**config.mk**
```make
export PLATFORM = sky130hd
export DESIGN_NAME = tod_clock
export DESIGN_NICKNAME = d
export VERILOG_FILES = /design/src/rtl/tod_pkg.sv /design/src/rtl/tod_phase.sv /design/src/rtl/tod_time.sv /design/src/rtl/tod_alarm.sv /design/src/rtl/tod_clock.sv
export SDC_FILE = /design/constraint.sdc
export NUM_CORES = 1
export LEC_CHECK = 0
export BUFFER_PORTS_ARGS = -buffer_cell sky130_fd_sc_hd__buf_2
export CORE_MARGIN = 4
export CORE_UTILIZATION = 33
export CTS_BUF_LIST = sky130_fd_sc_hd__clkbuf_8
export CTS_CLUSTER_SIZE = 10
export DETAILED_ROUTE_END_ITERATION = 12
export HOLD_SLACK_MARGIN = 0.06
export SETUP_SLACK_MARGIN = 0.5
export SYNTH_ARGS = -nofsm -noshare
export SYNTH_HDL_FRONTEND = slang
export SYNTH_SLANG_ARGS = --single-unit
```
**constraint.sdc**
```tcl
create_clock -name clk_i -period 3.8 [get_ports clk_i]
set_clock_uncertainty 0.15 [all_clocks]
set_input_delay 0.57 -clock clk_i [delete_from_list [all_inputs] [get_ports clk_i]]
set_output_delay 0.57 -clock clk_i [all_outputs]
set_load 0.05 [all_outputs]
```
**src/rtl/tod_pkg.sv**
```systemverilog
package tod_pkg;
  typedef struct packed {
    logic [5:0] hr;
    logic [6:0] mn;
    logic [6:0] sc;
  } tod_time_t;

  localparam int ADR_TIME  = 0;
  localparam int ADR_ALARM = 1;
  localparam int ADR_SPEED = 2;
  localparam int ADR_HTIME = 3;
  localparam int ADR_HHI   = 4;
  localparam int ADR_HLO   = 5;

  localparam int BIT_AL_EN   = 24;
  localparam int BIT_AL_FLAG = 25;

  localparam tod_time_t TOD_LAST = '{hr: 6'h23, mn: 7'h59, sc: 7'h59};

  function automatic tod_time_t word_to_time(input logic [31:0] w);
    return '{hr: w[21:16], mn: w[14:8], sc: w[6:0]};
  endfunction

  function automatic logic [21:0] time_to_bits(input tod_time_t t);
    return {t.hr, 1'b0, t.mn, 1'b0, t.sc};
  endfunction

  // BCD +1 second with 24 h wrap
  function automatic tod_time_t tod_next(input tod_time_t t);
    tod_time_t n;
    logic s_wrap, m_wrap;
    n = t;
    s_wrap = (t.sc == 7'h59);
    m_wrap = (t.mn == 7'h59);
    if (s_wrap) n.sc = '0;
    else if (t.sc[3:0] == 4'd9) n.sc = {3'(t.sc[6:4] + 3'd1), 4'd0};
    else n.sc = {t.sc[6:4], 4'(t.sc[3:0] + 4'd1)};
    if (s_wrap) begin
      if (m_wrap) n.mn = '0;
      else if (t.mn[3:0] == 4'd9) n.mn = {3'(t.mn[6:4] + 3'd1), 4'd0};
      else n.mn = {t.mn[6:4], 4'(t.mn[3:0] + 4'd1)};
    end
    if (s_wrap && m_wrap) begin
      if (t.hr == 6'h23) n.hr = '0;
      else if (t.hr[3:0] == 4'd9) n.hr = {2'(t.hr[5:4] + 2'd1), 4'd0};
      else n.hr = {t.hr[5:4], 4'(t.hr[3:0] + 4'd1)};
    end
    return n;
  endfunction
endpackage

```
**src/rtl/tod_phase.sv**
```systemverilog
module tod_phase #(
  parameter int FRAC_W  = 40,
  parameter int UPPER_W = 8,
  parameter int SPEED_W = 32,
  localparam int ACC_W  = FRAC_W + UPPER_W
) (
  input  logic               clk_i,
  input  logic               rst_ni,
  input  logic [SPEED_W-1:0] speed_i,
  input  logic               restart_i,
  output logic               tick_o,
  output logic [ACC_W-1:0]   acc_o
);
  localparam int SUM_W = ACC_W + 1;

  logic [ACC_W-1:0] acc_q;
  logic [SUM_W-1:0] sum;

  assign sum    = {1'b0, acc_q} + SUM_W'(speed_i);
  assign tick_o = sum[ACC_W];
  assign acc_o  = acc_q;

  always_ff @(posedge clk_i or negedge rst_ni) begin
    if (!rst_ni)        acc_q <= '0;
    else if (restart_i) acc_q <= {{UPPER_W{1'b0}}, sum[FRAC_W-1:0]};
    else                acc_q <= sum[ACC_W-1:0];
  end
endmodule

```
**src/rtl/tod_time.sv**
```systemverilog
module tod_time
  import tod_pkg::*;
(
  input  logic      clk_i,
  input  logic      rst_ni,
  input  logic      tick_i,
  input  logic      we_i,
  input  tod_time_t wtime_i,
  output tod_time_t time_o,
  output tod_time_t next_o
);
  tod_time_t time_q;

  assign next_o = tod_next(time_q);
  assign time_o = time_q;

  always_ff @(posedge clk_i or negedge rst_ni) begin
    if (!rst_ni) time_q <= '0;
    else if (we_i) begin
      if (wtime_i.hr != '1) time_q.hr <= wtime_i.hr;
      if (wtime_i.mn != '1) time_q.mn <= wtime_i.mn;
      if (wtime_i.sc != '1) time_q.sc <= wtime_i.sc;
    end else if (tick_i) time_q <= next_o;
  end
endmodule

```
**src/rtl/tod_alarm.sv**
```systemverilog
module tod_alarm
  import tod_pkg::*;
(
  input  logic      clk_i,
  input  logic      rst_ni,
  input  logic      step_i,
  input  tod_time_t next_i,
  input  logic      we_i,
  input  tod_time_t wtime_i,
  input  logic      wen_i,
  input  logic      wclr_i,
  output tod_time_t alarm_o,
  output logic      en_o,
  output logic      flag_o,
  output logic      irq_o
);
  tod_time_t alarm_q;
  logic en_q, flag_q, irq_q, hit;

  assign hit     = step_i && en_q && !flag_q && (next_i == alarm_q);
  assign alarm_o = alarm_q;
  assign en_o    = en_q;
  assign flag_o  = flag_q;
  assign irq_o   = irq_q;

  always_ff @(posedge clk_i or negedge rst_ni) begin
    if (!rst_ni) begin
      alarm_q <= '0;
      en_q    <= 1'b0;
      flag_q  <= 1'b0;
      irq_q   <= 1'b0;
    end else begin
      irq_q <= hit;
      if (we_i) begin
        alarm_q <= wtime_i;
        en_q    <= wen_i;
      end
      // set wins over a same-cycle clear
      if (hit)                flag_q <= 1'b1;
      else if (we_i && wclr_i) flag_q <= 1'b0;
    end
  end
endmodule

```
**src/rtl/tod_clock.sv**
```systemverilog
module tod_clock
  import tod_pkg::*;
#(
  parameter int FRAC_W  = 40,
  parameter int UPPER_W = 8,
  parameter int SPEED_W = 32,
  parameter int ADDR_W  = 3
) (
  input  logic              clk_i,
  input  logic              rst_ni,
  input  logic              wb_cyc_i,
  input  logic              wb_stb_i,
  input  logic              wb_we_i,
  input  logic [ADDR_W-1:0] wb_adr_i,
  input  logic [31:0]       wb_dat_i,
  output logic              wb_ack_o,
  output logic              wb_stall_o,
  output logic [31:0]       wb_dat_o,
  input  logic              hack_i,
  output logic              ppd_o,
  output logic              irq_o
);
  localparam int ACC_W = FRAC_W + UPPER_W;

  logic req, time_we, alarm_we, speed_we, tick, step;
  logic [SPEED_W-1:0] speed_q;
  logic [ACC_W-1:0]   acc;
  logic [ACC_W-1:0]   hack_acc_q;
  logic [63:0]        hack_ext;
  tod_time_t time_q, next_time, alarm_t, hack_time_q, wtime;
  logic al_en, al_flag, ack_q;
  logic [31:0] rdata_q;

  assign req      = wb_cyc_i && wb_stb_i;
  assign time_we  = req && wb_we_i && (wb_adr_i == ADDR_W'(ADR_TIME));
  assign alarm_we = req && wb_we_i && (wb_adr_i == ADDR_W'(ADR_ALARM));
  assign speed_we = req && wb_we_i && (wb_adr_i == ADDR_W'(ADR_SPEED));
  assign wtime    = word_to_time(wb_dat_i);
  assign step     = tick && !time_we;

  tod_phase #(.FRAC_W(FRAC_W), .UPPER_W(UPPER_W), .SPEED_W(SPEED_W)) u_phase (
    .clk_i, .rst_ni, .speed_i(speed_q), .restart_i(time_we),
    .tick_o(tick), .acc_o(acc)
  );

  tod_time u_time (
    .clk_i, .rst_ni, .tick_i(tick), .we_i(time_we), .wtime_i(wtime),
    .time_o(time_q), .next_o(next_time)
  );

  tod_alarm u_alarm (
    .clk_i, .rst_ni, .step_i(step), .next_i(next_time), .we_i(alarm_we),
    .wtime_i(wtime), .wen_i(wb_dat_i[BIT_AL_EN]), .wclr_i(wb_dat_i[BIT_AL_FLAG]),
    .alarm_o(alarm_t), .en_o(al_en), .flag_o(al_flag), .irq_o(irq_o)
  );

  assign ppd_o = step && (time_q == TOD_LAST);

  always_ff @(posedge clk_i or negedge rst_ni) begin
    if (!rst_ni) begin
      speed_q     <= '0;
      hack_time_q <= '0;
      hack_acc_q  <= '0;
    end else begin
      if (speed_we) speed_q <= wb_dat_i[SPEED_W-1:0];
      if (hack_i) begin
        hack_time_q <= time_q;
        hack_acc_q  <= acc;
      end
    end
  end

  assign hack_ext = 64'(hack_acc_q);

  always_ff @(posedge clk_i or negedge rst_ni) begin
    if (!rst_ni) begin
      ack_q   <= 1'b0;
      rdata_q <= '0;
    end else begin
      ack_q <= req;
      if (req) begin
        case (int'(wb_adr_i))
          ADR_TIME:  rdata_q <= {10'b0, time_to_bits(time_q)};
          ADR_ALARM: rdata_q <= {6'b0, al_flag, al_en, 2'b0, time_to_bits(alarm_t)};
          ADR_SPEED: rdata_q <= 32'(speed_q);
          ADR_HTIME: rdata_q <= {10'b0, time_to_bits(hack_time_q)};
          ADR_HHI:   rdata_q <= hack_ext[63:32];
          ADR_HLO:   rdata_q <= hack_ext[31:0];
          default:   rdata_q <= '0;
        endcase
      end
    end
  end

  assign wb_ack_o   = ack_q;
  assign wb_stall_o = 1'b0;
  assign wb_dat_o   = rdata_q;
endmodule

```
==> results.py <==
metrics = {
    "status": {
        "status": "finished clean",
    },
    "sta": {
        "rsz0062_at_grt": "yes",
        "slew_headroom": 0.296,
        "setup_viol": 0,
        "timing.fmax_mhz": 270,
        "tightest_slew_ps": 1050,
        "fin_worst_hold_slack_ps": 97.5,
        "post-route-min-period_ps": 3710,
        "finalHoldViolCount": 0,
        "period_share": 0.976,
        "drv_slew": 0,
        "fin_setup_tns_ps": 0,
    },
    "worst_setup_path": {
        "worstPathRequired_ps": 3080,
        "reg2reg_to": "u_time.time_o[13]",
        "path_cells": "ha_4, and3_4, and2_4, nand3_4, o22a_4, or3_4, a2111oi_4, buf_6",
        "path_class": "reg2out",
        "ff2ff_path_depth": 10,
        "arrival_ps": 2990,
        "slowest_stage": "or3_4",
        "cp_max_fo": 4,
        "max_stage_delay_ps": 440,
        "start_kind": "flop",
        "cp-end-kind": "output pin",
        "r2r_setup_slack_ps": 640,
        "r2r-start": "speed_q[17]",
    },
    "place": {
        "gp_congestion": 0.895,
        "io_buffers": 75,
        "hpwl_um": 24300,
    },
    "synthesis": {
        "synth_edf_count": 0,
        "ys_async_sr_fraction": 1.00,
        "synth.distinct_cells": 75,
        "synth-seq-area-share": 0.464,
        "synth_top_area_share": 0.464,
        "synth_warnings": 0,
        "synth_mux_area_frac": 0.177,
        "synth_xor_area_frac": 0.0414,
        "syn_area_um2": 12100,
        "synthCells": 1102,
        "yosysTopAreaCell": "dfrtp_1",
        "ys_seq_elements": 224,
        "syn_nets": 1187,
        "synth_adder_area_share": 0.0462,
        "yosys-top-cells-area": "dfrtp_1 (46%), mux2_2 (13%), ha_1 (4.5%)",
        "synthFlopType": "dfrtp_1",
        "synth_top_family_by_area": "multiplexers",
        "synth_compound_area_frac": 0.129,
        "synthSimpleGateAreaFrac": 0.116,
        "syn_area_per_cell_um2": 11.0,
    },
    "global_route": {
        "grt_pass1_vias": 9191,
        "grt_util_all_layers": 0.171,
        "grt_pass1_wl_um": 53300,
        "overflow": 0,
        "antenna_found_initial": 0,
        "grt_max_degree": 99,
    },
    "clock_network": {
        "clock_latency_ps": 560,
        "cts-buffers-inserted": 41,
        "cts_tree": "built",
        "clock_sinks": 224,
        "clock-root-buffer": "clkbuf_8",
        "htree_levels": 2,
        "path_clk_slew_ps": 60,
        "cts_buffer_depth": 3,
    },
    "die": {
        "dieArea_um2": 39700,
        "die_h_um": 199,
        "design.core.area_um2": 35800,
        "die_x_um": 199,
        "start_util": 0.337,
        "ios": 77,
        "num_rows": 69,
    },
    "final_layout": {
        "num-nets-final": 1292,
        "n_fill_cell": 3445,
        "drive_gt1_frac": 0.303,
        "area_growth_pct": 17.6,
        "antenna_cells": 0,
    },
    "hold_path": {
        "hold_path_depth": 2,
        "hold_path.class": "in2reg",
        "holdPathEnd": "speed_q[26]",
        "min_from": "wb_dat_i[26]",
    },
    "drt": {
        "first_pass_iters": 7,
        "vias_per_cell": 5.42,
        "routed_wl_um": 34000,
        "vias": 9189,
        "drt_iter0_markers": 653,
        "wl_per_cell_um": 20.1,
        "drc_errors": 0,
        "drtAntennaViolNets": 0,
    },
    "pwr": {
        "power_density_nw_per_um2": 620,
        "peakVddDrop_v": 0.000208,
        "p_leak_nw": 6.35,
    },
    "flow_run": {
        "drv_cap": 0,
    },
}
per-layer routing:
metal	part of all wire	wire length (µm)	track usage
met2	0.46	15600	0.270
met1	0.45	15400	0.237
met5	0	0	0
met3	0.059	2020	0.0356
met4	0.029	998	0.0522
state kept, by name (all words and copies together) (netlist names):
signal,count
wb_ack_o,1
u_alarm.flag_o,1
u_alarm.alarm_o,20
u_time.time_o,20
wb_dat_o,32
speed_q,32
u_alarm.en_o,1
hack_acc_q,48
u_phase.acc_o,48
hack_time_q,20
u_alarm.irq_o,1
cell usage after synthesis, drive strengths merged (7+ instances only):
cell type,number
dfrtp,224
mux2,141
nor2,109
nand2,76
a21oi,64
ha,43
o21ai,42
clkbuf,39
xnor2,37
a221oi,25
mux2i,22
nand3,21
xor2,20
buf,18
inv,16
mux4,14
nand4,14
a31oi,12
a21o,11
nor3,11
o21a,11
and2,10
nor2b,10
and3,9
o211ai,7
critical path, delay by kind of cell, from the launching register on:
family	cells	cell delay [ps]
buf+inv	1	210
simple gates	4	870
flops	1	420
compound gates	2	630
fa+ha+maj	1	300
what timing repair did:
item,in CTS,in global routing
pin swaps,11,5
buffers inserted,15,2
hold buffers,2,0
gates resized for setup,20,11
endpoints found under the setup margin,1,20
endpoints found under the hold margin,97,0
power breakdown:
part	switching (mW)	internal, mW	total [mW]
Sequential	0.443	2.99	3.44
Combinational	1.68	1.39	3.06
Clock	1.02	1.28	2.30
Total	3.14	5.66	8.80
kinds of logic (layout without fill, tap and decap cells):
group | count (synthesis) | after routing
fa+ha+maj | 44 | 44
flops | 224 | 224
buf+inv | 75 | 208
simple gates | 290 | 290
mux | 177 | 177
other cells | 1 | 1
xor+xnor | 57 | 57
compound gates | 234 | 234
worst max path at each step:
| stage | from | endpoint | slack, ps |
|---|---|---|---|
| 3_3_place_gp | speed_q[0] | ppd_o | 260 |
| 2_1_floorplan | speed_q[29] | ppd_o | 480 |
| 3_5_place_dp | speed_q[0] | ppd_o | 200 |
| 6_report | speed_q[29] | ppd_o | 90 |
| 5_1_grt | speed_q[0] | ppd_o | 2 |
| 4_1_cts | speed_q[30] | ppd_o | 140 |
metrics by stage:
stage,cells,cell area (µm²),util,setup slack [ps],power (mW)
floorplan,1102,12100,-,478,5.58
global placement,1606,13100,0.366,262,6.29
detailed placement,1606,13100,0.366,198,6.35
CTS,1694,14100,0.395,136,8.82
global route,1696,14200,0.396,1.98,9.38
finish,1696,14200,0.396,91.9,8.80
layout make-up:
cell class | count | area, µm² | share of cell area
Multi-Input combinational cell | 803 | 6340 | 0.447
Sequential cell | 224 | 5610 | 0.395
Timing Repair Buffer | 119 | 777 | 0.0547
Clock buffer | 51 | 702 | 0.0495
Tap cell | 461 | 577 | 0.0406
Clock inverter | 20 | 118 | 0.00829
Inverter | 18 | 67.6 | 0.00476
placed cells by master, fill, tap and decap left out, drive strengths merged, types with 9 or more instances in the layout:
master  instances
dfrtp         224
mux2          141
buf           117
nor2          109
nand2          76
a21oi          64
clkbuf         51
ha             43
o21ai          42
xnor2          37
inv            26
a221oi         25
mux2i          22
nand3          21
xor2           20
nand4          14
mux4           14
a31oi          12
a21o           11
o21a           11
nor3           11
nor2b          10
and2           10
and3            9
clkinv          9
(Power assumes the default switching activity.)
